==> config.mk <==
export PLATFORM = sky130hd
export DESIGN_NAME = acc_core
export DESIGN_NICKNAME = d
export VERILOG_FILES = /design/src/rtl/acc_pkg.sv /design/src/rtl/acc_decode.sv /design/src/rtl/acc_alu.sv /design/src/rtl/acc_byte_counter.sv /design/src/rtl/acc_core.sv
export SDC_FILE = /design/constraint.sdc
export NUM_CORES = 1
export LEC_CHECK = 0
export ABC_AREA = 1
export BUFFER_PORTS_ARGS = -buffer_cell sky130_fd_sc_hd__buf_2
export CAP_MARGIN = 25
export CORE_ASPECT_RATIO = 0.6
export CORE_MARGIN = 3
export CORE_UTILIZATION = 30
export CTS_BUF_LIST = sky130_fd_sc_hd__clkbuf_8
export DETAILED_ROUTE_END_ITERATION = 16
export GPL_TIMING_DRIVEN = 0
export PLACE_DENSITY = 0.61
export REMOVE_ABC_BUFFERS = 1
export SLEW_MARGIN = 5
export SYNTH_ARGS = -nofsm -noshare
export SYNTH_HDL_FRONTEND = slang
export SYNTH_HIERARCHICAL = 1
export SYNTH_SLANG_ARGS = --single-unit
==> constraint.sdc <==
create_clock -name clk -period 2.68 [get_ports clk]
set_clock_uncertainty 0.1 [all_clocks]
set_input_delay 0.402 -clock clk [delete_from_list [all_inputs] [get_ports clk]]
set_output_delay 0.402 -clock clk [all_outputs]
set_load 0.05 [all_outputs]
==> src/rtl/acc_pkg.sv <==
package acc_pkg;

   localparam logic [7:0] OPC_LOAD  = 8'h01;
   localparam logic [7:0] OPC_STORE = 8'h02;
   localparam logic [7:0] OPC_ADD   = 8'h10;
   localparam logic [7:0] OPC_SUB   = 8'h11;
   localparam logic [7:0] OPC_AND   = 8'h12;
   localparam logic [7:0] OPC_OR    = 8'h13;
   localparam logic [7:0] OPC_HALT  = 8'hFF;

   typedef enum logic [2:0] {
      CL_LOAD,
      CL_STORE,
      CL_ALU,
      CL_HALT,
      CL_ILLEGAL
   } op_class_e;

   typedef enum logic [1:0] {
      ALU_ADD,
      ALU_SUB,
      ALU_AND,
      ALU_OR
   } alu_sel_e;

   typedef enum logic [2:0] {
      S_IDLE,
      S_OPC,
      S_ALO,
      S_AHI,
      S_MEM,
      S_EXEC,
      S_DONE
   } core_state_e;

   typedef struct packed {
      op_class_e cls;
      alu_sel_e  sel;
   } dec_t;

endpackage

==> src/rtl/acc_decode.sv <==
module acc_decode
   import acc_pkg::*;
#(
   parameter bit ENABLE_LOGIC = 1'b1
) (
   input  logic [7:0] opcode,
   output dec_t       dec
);

   always_comb begin
      dec.cls = CL_ILLEGAL;
      dec.sel = ALU_ADD;
      case (opcode)
         OPC_LOAD:  dec.cls = CL_LOAD;
         OPC_STORE: dec.cls = CL_STORE;
         OPC_HALT:  dec.cls = CL_HALT;
         OPC_ADD: begin
            dec.cls = CL_ALU;
            dec.sel = ALU_ADD;
         end
         OPC_SUB: begin
            dec.cls = CL_ALU;
            dec.sel = ALU_SUB;
         end
         OPC_AND: begin
            dec.cls = ENABLE_LOGIC ? CL_ALU : CL_ILLEGAL;
            dec.sel = ALU_AND;
         end
         OPC_OR: begin
            dec.cls = ENABLE_LOGIC ? CL_ALU : CL_ILLEGAL;
            dec.sel = ALU_OR;
         end
         default: dec.cls = CL_ILLEGAL;
      endcase
   end

endmodule

==> src/rtl/acc_alu.sv <==
module acc_alu
   import acc_pkg::*;
#(
   parameter int DATA_W       = 32,
   parameter bit ENABLE_LOGIC = 1'b1
) (
   input  alu_sel_e          sel,
   input  logic [DATA_W-1:0] a,
   input  logic [DATA_W-1:0] b,
   output logic [DATA_W-1:0] y
);

   logic [DATA_W-1:0] arith_y;
   logic [DATA_W-1:0] logic_y;

   assign arith_y = (sel == ALU_SUB) ? (a - b) : (a + b);

   generate
      if (ENABLE_LOGIC) begin : g_logic
         assign logic_y = (sel == ALU_AND) ? (a & b) : (a | b);
      end else begin : g_nologic
         assign logic_y = a;
      end
   endgenerate

   assign y = (sel == ALU_ADD || sel == ALU_SUB) ? arith_y : logic_y;

endmodule

==> src/rtl/acc_byte_counter.sv <==
module acc_byte_counter #(
   parameter int CNT_W = 32,
   parameter int STEP  = 1
) (
   input  logic             clk,
   input  logic             rst_n,
   input  logic             clr,
   input  logic             inc,
   output logic [CNT_W-1:0] cnt
);

   localparam logic [CNT_W-1:0] STEP_V = CNT_W'(STEP);

   generate
      if (STEP < 1) begin : g_bad_step
         $error("acc_byte_counter: STEP must be at least 1");
      end
   endgenerate

   always_ff @(posedge clk or negedge rst_n) begin
      if (!rst_n)    cnt <= '0;
      else if (clr)  cnt <= '0;
      else if (inc)  cnt <= cnt + STEP_V;
   end

   AST_CNT_STEP: assert property (@(posedge clk) disable iff (!rst_n)
      !$past(clr) |-> (cnt == $past(cnt) || cnt == $past(cnt) + STEP_V)) else $error("counter jumped");

endmodule

==> src/rtl/acc_core.sv <==
module acc_core
   import acc_pkg::*;
#(
   parameter int DATA_W       = 32,
   parameter int DADDR_W      = 16,
   parameter int IADDR_W      = 16,
   parameter int CNT_W        = 32,
   parameter bit ENABLE_LOGIC = 1'b1
) (
   input  logic               clk,
   input  logic               rst_n,
   input  logic               start,
   output logic [IADDR_W-1:0] imem_addr,
   input  logic [7:0]         imem_rdata,
   output logic [DADDR_W-1:0] dmem_addr,
   output logic               dmem_rd,
   output logic               dmem_wr,
   output logic [DATA_W-1:0]  dmem_wdata,
   input  logic [DATA_W-1:0]  dmem_rdata,
   output logic [DATA_W-1:0]  acc,
   output logic               done,
   output logic               illegal,
   output logic [CNT_W-1:0]   ibyte_cnt,
   output logic [CNT_W-1:0]   dbyte_cnt
);

   localparam int WORD_BYTES = DATA_W / 8;
   localparam int OPND_W     = 16;
   localparam logic [IADDR_W-1:0] PC_ONE = IADDR_W'(1);

   generate
      if (DATA_W < 8 || (DATA_W % 8) != 0) begin : g_bad_data
         $error("acc_core: DATA_W must be a positive multiple of 8");
      end
      if (DADDR_W < 9 || DADDR_W > OPND_W) begin : g_bad_daddr
         $error("acc_core: DADDR_W must lie in 9..16");
      end
      if (IADDR_W < 2) begin : g_bad_iaddr
         $error("acc_core: IADDR_W too small");
      end
      if (CNT_W < 4) begin : g_bad_cnt
         $error("acc_core: CNT_W too small");
      end
   endgenerate

   core_state_e          state_q, state_d;
   logic [IADDR_W-1:0]   pc_q;
   logic [7:0]           alo_q, ahi_q;
   dec_t                 dec_now, dec_q;
   logic [DATA_W-1:0]    acc_q;
   logic [DATA_W-1:0]    alu_y;
   logic                 illegal_q;
   logic                 launch;
   logic                 fetch_byte;
   logic [OPND_W-1:0]    opnd;

   acc_decode #(.ENABLE_LOGIC(ENABLE_LOGIC)) u_dec (
      .opcode (imem_rdata),
      .dec    (dec_now)
   );

   acc_alu #(.DATA_W(DATA_W), .ENABLE_LOGIC(ENABLE_LOGIC)) u_alu (
      .sel (dec_q.sel),
      .a   (acc_q),
      .b   (dmem_rdata),
      .y   (alu_y)
   );

   assign launch     = start && (state_q == S_IDLE || state_q == S_DONE);
   assign fetch_byte = (state_q == S_OPC) || (state_q == S_ALO) || (state_q == S_AHI);

   acc_byte_counter #(.CNT_W(CNT_W), .STEP(1)) u_icnt (
      .clk   (clk),
      .rst_n (rst_n),
      .clr   (launch),
      .inc   (fetch_byte),
      .cnt   (ibyte_cnt)
   );

   acc_byte_counter #(.CNT_W(CNT_W), .STEP(WORD_BYTES)) u_dcnt (
      .clk   (clk),
      .rst_n (rst_n),
      .clr   (launch),
      .inc   (state_q == S_MEM),
      .cnt   (dbyte_cnt)
   );

   always_comb begin
      state_d = state_q;
      case (state_q)
         S_IDLE: if (launch) state_d = S_OPC;
         S_OPC: begin
            if (dec_now.cls == CL_HALT || dec_now.cls == CL_ILLEGAL) state_d = S_DONE;
            else                                                     state_d = S_ALO;
         end
         S_ALO:  state_d = S_AHI;
         S_AHI:  state_d = S_MEM;
         S_MEM:  state_d = (dec_q.cls == CL_STORE) ? S_OPC : S_EXEC;
         S_EXEC: state_d = S_OPC;
         S_DONE: if (launch) state_d = S_OPC;
         default: state_d = S_IDLE;
      endcase
   end

   always_ff @(posedge clk or negedge rst_n) begin
      if (!rst_n) begin
         state_q   <= S_IDLE;
         pc_q      <= '0;
         alo_q     <= '0;
         ahi_q     <= '0;
         dec_q     <= '{cls: CL_HALT, sel: ALU_ADD};
         acc_q     <= '0;
         illegal_q <= 1'b0;
      end else begin
         state_q <= state_d;
         if (launch) begin
            pc_q      <= '0;
            acc_q     <= '0;
            illegal_q <= 1'b0;
         end
         if (fetch_byte) pc_q <= pc_q + PC_ONE;
         if (state_q == S_OPC) begin
            dec_q <= dec_now;
            if (dec_now.cls == CL_ILLEGAL) illegal_q <= 1'b1;
         end
         if (state_q == S_ALO) alo_q <= imem_rdata;
         if (state_q == S_AHI) ahi_q <= imem_rdata;
         if (state_q == S_EXEC) begin
            if (dec_q.cls == CL_LOAD) acc_q <= dmem_rdata;
            else                      acc_q <= alu_y;
         end
      end
   end

   assign opnd       = {ahi_q, alo_q};
   assign imem_addr  = pc_q;
   assign dmem_addr  = opnd[DADDR_W-1:0];
   assign dmem_rd    = (state_q == S_MEM) && (dec_q.cls != CL_STORE);
   assign dmem_wr    = (state_q == S_MEM) && (dec_q.cls == CL_STORE);
   assign dmem_wdata = acc_q;
   assign acc        = acc_q;
   assign done       = (state_q == S_DONE);
   assign illegal    = illegal_q;

   AST_RD_WR_EXCL: assert property (@(posedge clk) disable iff (!rst_n)
      !(dmem_rd && dmem_wr)) else $error("read and write together");

   AST_QUIET_WHEN_DONE: assert property (@(posedge clk) disable iff (!rst_n)
      done |-> !(dmem_rd || dmem_wr)) else $error("data access while done");

   AST_DONE_HOLDS: assert property (@(posedge clk) disable iff (!rst_n)
      (done && !start) |=> (done && $stable(acc) && $stable(ibyte_cnt) && $stable(dbyte_cnt))) else $error("done state moved");

   AST_ILLEGAL_STOPS: assert property (@(posedge clk) disable iff (!rst_n)
      illegal |-> done) else $error("illegal without done");

   AST_ACC_QUIET: assert property (@(posedge clk) disable iff (!rst_n)
      (fetch_byte || dmem_wr) && !(state_q == S_OPC && $past(state_q) == S_EXEC) |=> $stable(acc))
      else $error("accumulator changed outside execute");

   AST_DATA_BYTES: assert property (@(posedge clk) disable iff (!rst_n)
      (dmem_rd || dmem_wr) |=> dbyte_cnt == $past(dbyte_cnt) + CNT_W'(WORD_BYTES)) else $error("data count step");

   AST_START_CLEARS: assert property (@(posedge clk) disable iff (!rst_n)
      launch |=> (acc == '0 && ibyte_cnt == '0 && dbyte_cnt == '0 && !illegal && imem_addr == '0)) else $error("start did not clear");

endmodule

==> results of run 1 <==
worst max path at each step:
stage | from | endpoint | slack [ns] | cells past startpoint
2_1_floorplan | dec_q[0]$_DFFE_PN0P_ | acc[25]$_DFFE_PN0P_ | -0.83 | 21
3_3_place_gp | dec_q[0]$_DFFE_PN0P_ | acc[31]$_DFFE_PN0P_ | -2.45 | 20
3_5_place_dp | dec_q[0]$_DFFE_PN0P_ | acc[21]$_DFFE_PN0P_ | -2.34 | 20
4_1_cts | dec_q[0]$_DFFE_PN0P_ | acc[26]$_DFFE_PN0P_ | -0.40 | 23
5_1_grt | dec_q[1]$_DFFE_PN0P_ | acc[27]$_DFFE_PN0P_ | -0.66 | 22
6_report | dmem_rdata[1] | acc[27]$_DFFE_PN0P_ | -0.50 | 25
per-stage QoR:
stage	worst slack [ns]	total power, mW
2_1_floorplan	-0.833	8.89
3_3_place_gp	-2.45	11.0
3_5_place_dp	-2.34	11.2
4_1_cts	-0.403	14.0
5_1_grt	-0.657	16.0
6_report	-0.500	15.0
power by group through the flow:
stage	Clock, mW	Combinational (mW)	Sequential [mW]
floorplan	0	4.00	4.89
global placement	0	7.87	3.09
detailed placement	0	8.09	3.09
CTS	1.91	9.05	3.09
global route	1.99	10.8	3.20
finish	1.83	10.1	3.12
sequential cells by signal, summed over array words and instances (netlist names):
name        flops
state_q         3
ahi_q           8
acc            32
imem_addr      16
alo_q           8
illegal         1
dec_q           5
u_dcnt/cnt     30
u_icnt/cnt     32
metal layers:
| layer | vias up | share of wire |
|---|---|---|
| met2 | 541 | 0.39 |
| met4 | 0 | 0.013 |
| met1 | 6049 | 0.48 |
| met3 | 39 | 0.11 |
| li1 | 6317 | - |
| met5 | - | 0 |
placed cells by master (no fill, tap or decap), types with 8 or more instances in the layout:
master	n
inv_2	18
nand4_1	16
nor2_4	43
nand3_1	106
nand2_1	450
a21oi_1	70
nand3_2	15
o211ai_1	46
nand2_2	75
ha_4	24
o21ai_2	33
a21oi_2	18
buf_4	50
xor2_1	17
nand2_4	33
dfrtp_1	131
nor2_2	31
o21ai_0	57
xor2_2	13
nand3_4	8
nor2_1	210
clkbuf_8	18
ha_1	12
inv_1	270
buf_2	203
cell families after synthesis:
family	Yosys count
DFF	135
adders and majority gates	39
buffers and inverters	366
other	1
AOI/OAI and AO/OA	271
and+or+nand+nor	1012
xor gates and xnor gates	41
worst max-delay path, stage by stage:
cell	delay [ns]
buf_2	0.13
inv_1	0.12
ha_4	0.18
nand3_4	0.15
nor2_4	0.17
nand2_4	0.10
o21ai_4	0.17
buf_12	0.17
o21ai_4	0.07
xor2_2	0.19
ha_4	0.29
nand2_4	0.10
inv_1	0.06
nand2_1	0.08
nand2_1	0.09
a21oi_2	0.14
nor2_1	0.07
nor2_2	0.16
nand3_1	0.10
nand3_1	0.07
nand2_1	0.07
inv_1	0.06
nand2_1	0.05
o211ai_1	0.12
o21ai_2	0.07
area by class of cell:
class                   instances  area [µm²]  share of cell area
diodes                          4        10.0            0.000637
clock buffers                  18         248              0.0158
clock inverters                14         156             0.00996
inverters                     296        1160              0.0738
multi-input cells            1366        8360               0.532
flip-flops and latches        135        3390               0.216
well taps                     513         642              0.0409
repair buffers                271        1690               0.108
repair inverters                5        50.0             0.00319
synthesized netlist by cell type (4+ instances only):
library cell    n
inv_1         281
dfrtp_1       133
nand3b_1        7
xor2_1         30
a21oi_1        91
nor2_1        251
o211ai_1       46
o21bai_1        8
buf_2          11
nand3_1       119
nor3_1          8
o21ai_0        63
nand2_1       531
nand3_2         8
o21ai_2        33
xnor2_1        11
nor2_2         15
buf_4          37
inv_2          13
clkbuf_1       16
nand4_1        16
buf_6           4
nor2_4         17
nand2_2        26
ha_1           37
timing repair:
item | CTS | global route
pin swaps | 62 | 82
hold buffers | 1 | 0
setup endpoints to repair | 79 | 51
gates resized for setup | 177 | 177
setup buffers | 38 | 25
endpoints found under the hold margin | 66 | 0
gates cloned | 6 | 1
==> impl_metrics.toml, run 1 <==
[outcome]
outcome = "finished, violations left"
violations = "setup timing"

[routing]
antenna_left = 0
drtIter0Drc = 1186
drt_wl_total_um = 44000
drc = 0
via_per_inst = 4.94
wl_per_cell_um = 16.8
via_count = 12900
drtPass1Iterations = 5

[synth]
synthFlopType = "dfrtp_1"
synth_top_area_share = 0.279
synth-simple-area-share = 0.369
synthTopCellsByArea = "dfrtp_1, nand2_1, inv_1"
synth_fa_ha_area_frac = 0.0413
synth_compound_area_frac = 0.144
ys_ff_latch = 135
syn_area_um2 = 11900
ys_types = 57
synth_warnings = 6
synthMuxAreaShare = 0
yosysSeqAreaShare = 0.283
yosys.area.top_type = "dfrtp_1"
async_flop_share = 1.00
syn_inst = 1865
synth_edf_count = 0
syn_avg_cell_area_um2 = 6.40
synth_xor_area_frac = 0.0301
synth_top_family_by_area = "simple AND/OR/NAND/NOR gates"

[final_layout]
drive_above_1_share = 0.316
fin_nets = 2173
final_cell_area_um2 = 15700
area_growth_pct = 31.6
fillCellCount = 3859
instances_no_fill = 2622
postLayoutCoreUtil = 0.408

[power_and_ir_drop]
leakage_nw = 8.07
powerDensity_nw_per_um2 = 956
pwr-share-seq = 0.208
p_int_mw = 6.51
p_comb_frac = 0.670
power_frac_clock = 0.122
switchingPower_mw = 8.51
max-vdd-ir-drop_v = 0.000800
switching_share = 0.567

[floorplanning]
die_w_um = 263
start_util = 0.310
dieArea_um2 = 42300
ios = 207
fp-row-count = 55
core_area_um2 = 38500
die-height_um = 160

[timing]
min_period_ns = 3.18
setup_ws_ns = -0.500
hold_ws_ns = 0.0972
fmax_mhz = 314
rsz0062_at_grt = "true"
hold_viol = 0
worst_pin_slew_ns = 0.965
finalSetupViolCount = 29
relSlewSlack = 0.356
min_period_over_period = 1.19
report.final.slew_viol_count = 0
finalSetupTns_ns = -9.46

[critical_path]
cp-start-kind = "primary input"
rrSetupSlack_ns = -0.48
reg2reg_to = "acc[27]$_DFFE_PN0P_"
crit_path_end_kind = "register"
r2r-start = "dec_q[1]$_DFFE_PN0P_"
worst_r2r_path_depth = 22
critical_path_class = "in -> reg"
crit_arrival_ns = 3.43
cp_max_fo = 6
cp.required_ns = 2.93

[worst_hold_path]
whs_path_depth = 3
min_to = "alo_q[6]$_DFFE_PN0P_"
hold_start = "imem_rdata[6]"
hp-class = "in -> reg"

[cts]
clk_latency_ns = 0.50
cts_tree = "yes"
cts_max_level = 4
cts_buffers = 17
root_buffer = "clkbuf_8"
clock_sinks = 135
cts.path.max_buffers = 2
cts.reportedPaths.clkPinSlew_ns = 0.09

[global_routing]
grt_max_degree = 70
antenna_found_initial = 3
first_global_vias = 11500
grt_overflow = 0
grt_most_used_layer = "met1"
track_usage = 0.199
grt_pass1_wl_um = 66400
met1_usage = 0.309
met2_usage = 0.264
gr-usage-met3 = 0.0565

[job]
maxCapViolCount = 0

[placed_design]
finalWeightedCongestion = 0.954
io_buffer_count = 204
dp_cells = 2518
dpl_cell_area_um2 = 13300
dpl.hpwl_um = 31400
No activity file was read; power rests on OpenSTA's default activity.
==> run 2, diff against run 1 <==
- PLACE_DENSITY: 0.61 -> 0.59
- SYNTH_HIERARCHICAL: 1 -> not set
- clock period: 2.68 -> 3.3 ns (I/O delays scaled with it)
==> run 2 against run 1 <==
The flow now finishes without violations. Total power shrank 27%. Clock power down 17%. Sequential share of layout area up 3.1 points. Register-to-register slack improved by 0.53 ns. Via count decreased by 5.7%. Routed wire length fell by 4.7%.
==> impl_metrics.toml, run 2 <==
[timing]
fmax_mhz = 307
rsz0062_at_grt = "true"
relSlewSlack = 0.358
min_period_ns = 3.25
report.final.slew_viol_count = 0
hold_viol = 0
finalSetupTns_ns = 0
finalSetupViolCount = 0
min_period_over_period = 0.986
worst_pin_slew_ns = 0.960

[cts]
cts_buffers = 17
cts.reportedPaths.clkPinSlew_ns = 0.10
cts_tree = "yes"
root_buffer = "clkbuf_8"
clk_latency_ns = 0.48
clock_sinks = 135
cts_max_level = 4
cts.path.max_buffers = 2

[routing]
drt_wl_total_um = 41900
via_count = 12200
via_per_inst = 5.05
drc = 0
drtPass1Iterations = 5
wl_per_cell_um = 17.4
antenna_left = 0
drtIter0Drc = 1095

[critical_path]
crit_arrival_ns = 3.53
cp-start-kind = "register"
crit_path_end_kind = "register"
crit_cells = 20
path_delay_family = "simple AND/OR/NAND/NOR gates"
critical_path_class = "reg -> reg"
worst_r2r_path_depth = 20
cp_cell_sequence = "clkinvlp_4 -> nor2_4 -> buf_12 -> buf_6 -> buf_6 -> or2_2 -> o21ai_2 -> inv_2 -> fa_2 -> inv_4 -> nand3_2 -> nand3_2 -> buf_4 -> nand3b_1 -> nand4_1 -> nand3_1 -> o21ai_1 -> nand2_1 -> nand2_1 -> nand2_1"
cp.required_ns = 3.58
critPathBufInv = 7
rrSetupSlack_ns = 0.05
path_common_cell = "nand2_1"
cp_max_fo = 6
critPathMaxStageDelay_ns = 0.51
crit_slowest_cell = "dfrtp_4"

[power_and_ir_drop]
powerDensity_nw_per_um2 = 796
switchingPower_mw = 6.32
leakage_nw = 7.23
max-vdd-ir-drop_v = 0.000555
p_comb_frac = 0.636
power_frac_clock = 0.138
switching_share = 0.578
p_int_mw = 4.60
pwr-share-seq = 0.226

[synth]
syn_inst = 1739
synth_common_cells = "nand2_1, inv_1, o21ai_0"
synth_edf_count = 0
yosysSeqAreaShare = 0.305
synthFlopType = "dfrtp_1"
syn_area_um2 = 11100
syn_avg_cell_area_um2 = 6.38
ys_types = 57
synth_top_area_share = 0.300
async_flop_share = 1.00
synthTopCellsByArea = "dfrtp_1, nand2_1, inv_1"
synth_warnings = 0
yosysMostFrequentCell = "nand2_1"
yosys.area.top_type = "dfrtp_1"
ys_ff_latch = 135

[outcome]
outcome = "finished clean"

[floorplanning]
fp-row-count = 53
die-height_um = 155
start_util = 0.310
die_w_um = 254
dieArea_um2 = 39400
ios = 207
core_area_um2 = 35700

[placed_design]
finalWeightedCongestion = 0.924
io_buffer_count = 204
dp_cells = 2347
dpl.hpwl_um = 31300

[final_layout]
drive_above_1_share = 0.226
multi_input_area_um2 = 6870
area_growth_pct = 23.7
instances_no_fill = 2415
final_cell_mix = "nand2_1, inv_1, buf_2"
fillCellCount = 3777
fin_nets = 2013
seq_area_um2 = 3390
mostFrequentLayoutCell = "nand2_1"

[job]
maxCapViolCount = 0

[global_routing]
antenna_found_initial = 7
grt_max_degree = 79
grt_overflow = 0
first_global_vias = 10700
grt_pass1_wl_um = 63300
track_usage = 0.208

[worst_hold_path]
hp-class = "in -> reg"
whs_path_depth = 3
## run 2: cell types whose count changed in the layout (fill, tap and decap cells not counted), moves of 24 or more
cell / before / now
o21ai_2: 33 / 2
nand2_4: 33 / 6
o21ai_0: 57 / 128
a21oi_1: 70 / 95
o211ai_1: 46 / 5
nor2_1: 210 / 112
nor3_1: 2 / 36
nand2_2: 75 / 35
buf_4: 50 / 26
nor2_4: 43 / 16
## run 2: logic make-up after synthesis
kind of cell / share of synthesized area
buffers and inverters: 0.130
muxes: 0.00271
and+or+nand+nor: 0.341
AOI/OAI and AO/OA: 0.147
DFF: 0.305
other: 0.000338
adders and majority gates: 0.0453
xor gates and xnor gates: 0.0284
## run 2: repair_timing
| item | CTS | global route |
|---|---|---|
| endpoints found under the hold margin | 55 | 0 |
| setup endpoints to repair | 32 | 29 |
| pin swaps | 14 | 31 |
| setup buffers | 16 | 14 |
| cloned | 2 | 0 |
| hold buffers | 1 | 0 |
| resized for setup | 55 | 113 |
## run 2: layout make-up
class,count,area share
Clock buffer,17,0.0171
Tap cell,467,0.0426
Sequential cell,135,0.247
Antenna cell,4,0.000730
Inverter,277,0.0768
Timing Repair Buffer,240,0.103
Clock inverter,14,0.0119
Multi-Input combinational cell,1260,0.501
Timing Repair inverter,1,0.000547
## run 2: worst min-delay path: stages
cell and delay [ns]:
buf_2 0.12, nand2_1 0.06, o22ai_1 0.07
## run 2: path summary, 6_finish.rpt
kind,to,from
worst max register to register,acc[20]$_DFFE_PN0P_,dec_q[0]$_DFFE_PN0P_
worst min register to register,ahi_q[2]$_DFFE_PN0P_,ahi_q[2]$_DFFE_PN0P_
worst min-delay path,dec_q[1]$_DFFE_PN0P_,imem_rdata[1]
max in group asynchronous,acc[29]$_DFFE_PN0P_,rst_n
min in group asynchronous,u_dcnt.cnt[15]$_DFFE_PN0P_,rst_n
worst max-delay path,acc[20]$_DFFE_PN0P_,dec_q[0]$_DFFE_PN0P_
## run 2: through the flow
step           cell area (µm²)  utilization  hold WS (ns)  total power, mW  setup slack (ns)
6_report                 13700        0.384         0.195             10.9            0.0458
2_1_floorplan            10700            -        0.0994             6.82            -0.308
5_1_grt                  13700        0.384         0.174             11.7           -0.0996
4_1_cts                  13200        0.369         0.150             10.5           0.00431
3_5_place_dp             12400        0.348         0.371             8.75             -1.83
3_3_place_gp             12300        0.344         0.360             8.56             -2.50
## run 2: layer usage
| layer | wire length [µm] | up-vias | track usage | part of all wire |
|---|---|---|---|---|
| li1 | - | 5969 | - | - |
| met1 | 20900 | 5736 | 0.326 | 0.50 |
| met3 | 3370 | 39 | 0.0454 | 0.080 |
| met5 | 40 | - | 0 | 0.00095 |
| met4 | 507 | 6 | 0.0493 | 0.012 |
| met2 | 17100 | 452 | 0.284 | 0.41 |
## run 2: power groups by stage
stage	Clock [mW]	Combinational, mW	Sequential (mW)
5_1_grt	1.63	7.51	2.53
2_1_floorplan	0	2.88	3.94
4_1_cts	1.56	6.49	2.44
3_3_place_gp	0	6.09	2.47
6_report	1.51	6.94	2.47
3_5_place_dp	0	6.28	2.48
==> run 3, diff against run 2 <==
- BUFFER_PORTS_ARGS: -buffer_cell sky130_fd_sc_hd__buf_2 -> -buffer_cell sky130_fd_sc_hd__buf_4
- SYNTH_HIERARCHICAL: not set -> 1
==> run 3 against run 2 <==
Critical path depth increased by 4. Final cell count increased by 6.5%. Non-clock buffer count decreased by 10. Cell area increased by 9.3%. Flip-flop and latch count unchanged. Worst setup slack got worse by 0.041 ns. Critical path type is now in -> reg.
==> impl_metrics.toml, run 3 (synthesized netlist as in run 1, its figures left out) <==
[routing]
drt_wl_total_um = 43200
drtPass1Iterations = 5
antenna_left = 0
drtIter0Drc = 1211
via_count = 12600
wl_per_cell_um = 16.8
drc = 0
via_per_inst = 4.91

[timing]
report.final.slew_viol_count = 0
rsz0062_at_grt = "true"
finalSetupViolCount = 0
worst_pin_slew_ns = 1.00
min_period_over_period = 0.999
hold_viol = 0
fmax_mhz = 303
finalSetupTns_ns = 0
hold_ws_ns = 0.190
relSlewSlack = 0.333
min_period_ns = 3.30

[global_routing]
antenna_found_initial = 0
track_usage = 0.199
first_global_vias = 11400
grt_pass1_wl_um = 66400
grt_max_degree = 81
grt_overflow = 0

[final_layout]
area_growth_pct = 25.7
drive_above_1_share = 0.238
instances_no_fill = 2573
mostFrequentLayoutCell = "nand2_1"
fin_nets = 2128
diodes = 0
final_cell_mix = "nand2_1, inv_1, nor2_1"
postLayoutCoreUtil = 0.390

[cts]
cts_max_level = 4
cts_buffers = 17
cts_tree = "yes"
clk_latency_ns = 0.49
clock_sinks = 135
cts.path.max_buffers = 2
cts.reportedPaths.clkPinSlew_ns = 0.09
root_buffer = "clkbuf_8"

[placed_design]
finalWeightedCongestion = 0.918
dp_cells = 2518
dpl.hpwl_um = 32700
io_buffer_count = 204

[critical_path]
cp.required_ns = 3.54
r2r-start = "dec_q[1]$_DFFE_PN0P_"
rrSetupSlack_ns = 0.06
crit_end = "acc[25]$_DFFE_PN0P_"
critical_path_class = "in -> reg"
cp_max_fo = 4
crit_path_end_kind = "register"
worst_r2r_path_depth = 20
crit_arrival_ns = 3.53
setup.worst_path.start = "dmem_rdata[0]"
reg2reg_to = "acc[25]$_DFFE_PN0P_"
cp-start-kind = "primary input"

[floorplanning]
core_area_um2 = 38500
die-height_um = 160
dieArea_um2 = 42300
fp-row-count = 55
start_util = 0.310
die_w_um = 263
ios = 207

[worst_hold_path]
hp-class = "in -> reg"

[power_and_ir_drop]
powerDensity_nw_per_um2 = 769
max-vdd-ir-drop_v = 0.000558
leakage_nw = 7.65
finalPower_mw = 11.5

[job]
maxCapViolCount = 0

[outcome]
outcome = "finished clean"
==> run 3: changes by cell type in the layout (fill, tap and decap cells not counted), moves of 32 or more <==
cell / previous run / this run
buf_2: 203 / 0
buf_4: 26 / 218
nand2_1: 472 / 508
nor2_1: 112 / 227
nor3_1: 36 / 4
o211ai_1: 5 / 46
o21ai_0: 128 / 62
==> run 3: worst max-delay path, stage by stage <==
cell      delay, ns
buf_4          0.13
inv_2          0.09
ha_2           0.22
nand3_4        0.12
nor2_4         0.15
nand2_4        0.10
o21ai_4        0.21
buf_12         0.17
nand2_1        0.06
xor2_1         0.14
ha_1           0.36
nand2_1        0.10
nand2_1        0.12
nand2_1        0.08
nand3_1        0.08
o21bai_1       0.16
nor2_1         0.16
nand3_1        0.10
nand3_1        0.09
nand2_1        0.07
inv_1          0.06
nand2_1        0.05
o211ai_1       0.10
o21ai_0        0.11
==> run 3: per-layer routing <==
metal / vias up / GRT usage / routed length [µm]
met2: 453 / 0.263 / 16900
met1: 5920 / 0.319 / 21800
met4: 0 / 0.0418 / 523
met5: - / 0 / 0
met3: 26 / 0.0462 / 4000
li1: 6232 / - / -
==> run 3: how the worst min path moves through the flow <==
stage	slack, ns	startpoint	end	cells past startpoint
after floorplan	0.1	rst_n	acc[0]$_DFFE_PN0P_	0
after global placement	0.35	dec_q[3]$_DFFE_PN1P_	dec_q[3]$_DFFE_PN1P_	2
after detailed placement	0.36	rst_n	imem_addr[9]$_DFFE_PN0P_	1
after CTS	0.14	dmem_rdata[31]	acc[31]$_DFFE_PN0P_	3
after global routing	0.18	imem_rdata[2]	alo_q[2]$_DFFE_PN0P_	3
final	0.19	dmem_rdata[31]	acc[31]$_DFFE_PN0P_	3
==> run 3: metrics by stage <==
step | instance area [µm²] | setup slack (ns)
detailed placement | 13800 | -1.82
global route | 15000 | -0.145
CTS | 14400 | 0.0174
floorplan | 11500 | -0.213
global placement | 13600 | -1.97
finish | 15000 | 0.00477
==> run 3: report_power, final <==
| group | total, mW | leakage [nW] | switching [mW] | internal, mW |
|---|---|---|---|---|
| Clock | 1.47 | 0.197 | 0.793 | 0.674 |
| Combinational | 7.50 | 5.66 | 5.14 | 2.36 |
| Sequential | 2.55 | 1.80 | 0.534 | 2.02 |
==> run 3: final cells by class <==
class                   count  area, µm²
multi-input cells        1365       7550
clock inverters            15        155
flip-flops and latches    135       3390
fillers                  4024      23500
repair inverters            2       17.5
inverters                 296       1140
repair buffers            230       1860
clock buffers              17        234
well taps                 513        642
==> run 3: what timing repair did <==
item	in CTS	in global routing
pin swaps	4	30
gates resized for setup	38	107
endpoints found under the setup margin	31	19
gates cloned	2	0
hold endpoints to repair	53	0
buffers inserted	9	11
hold buffers	1	0
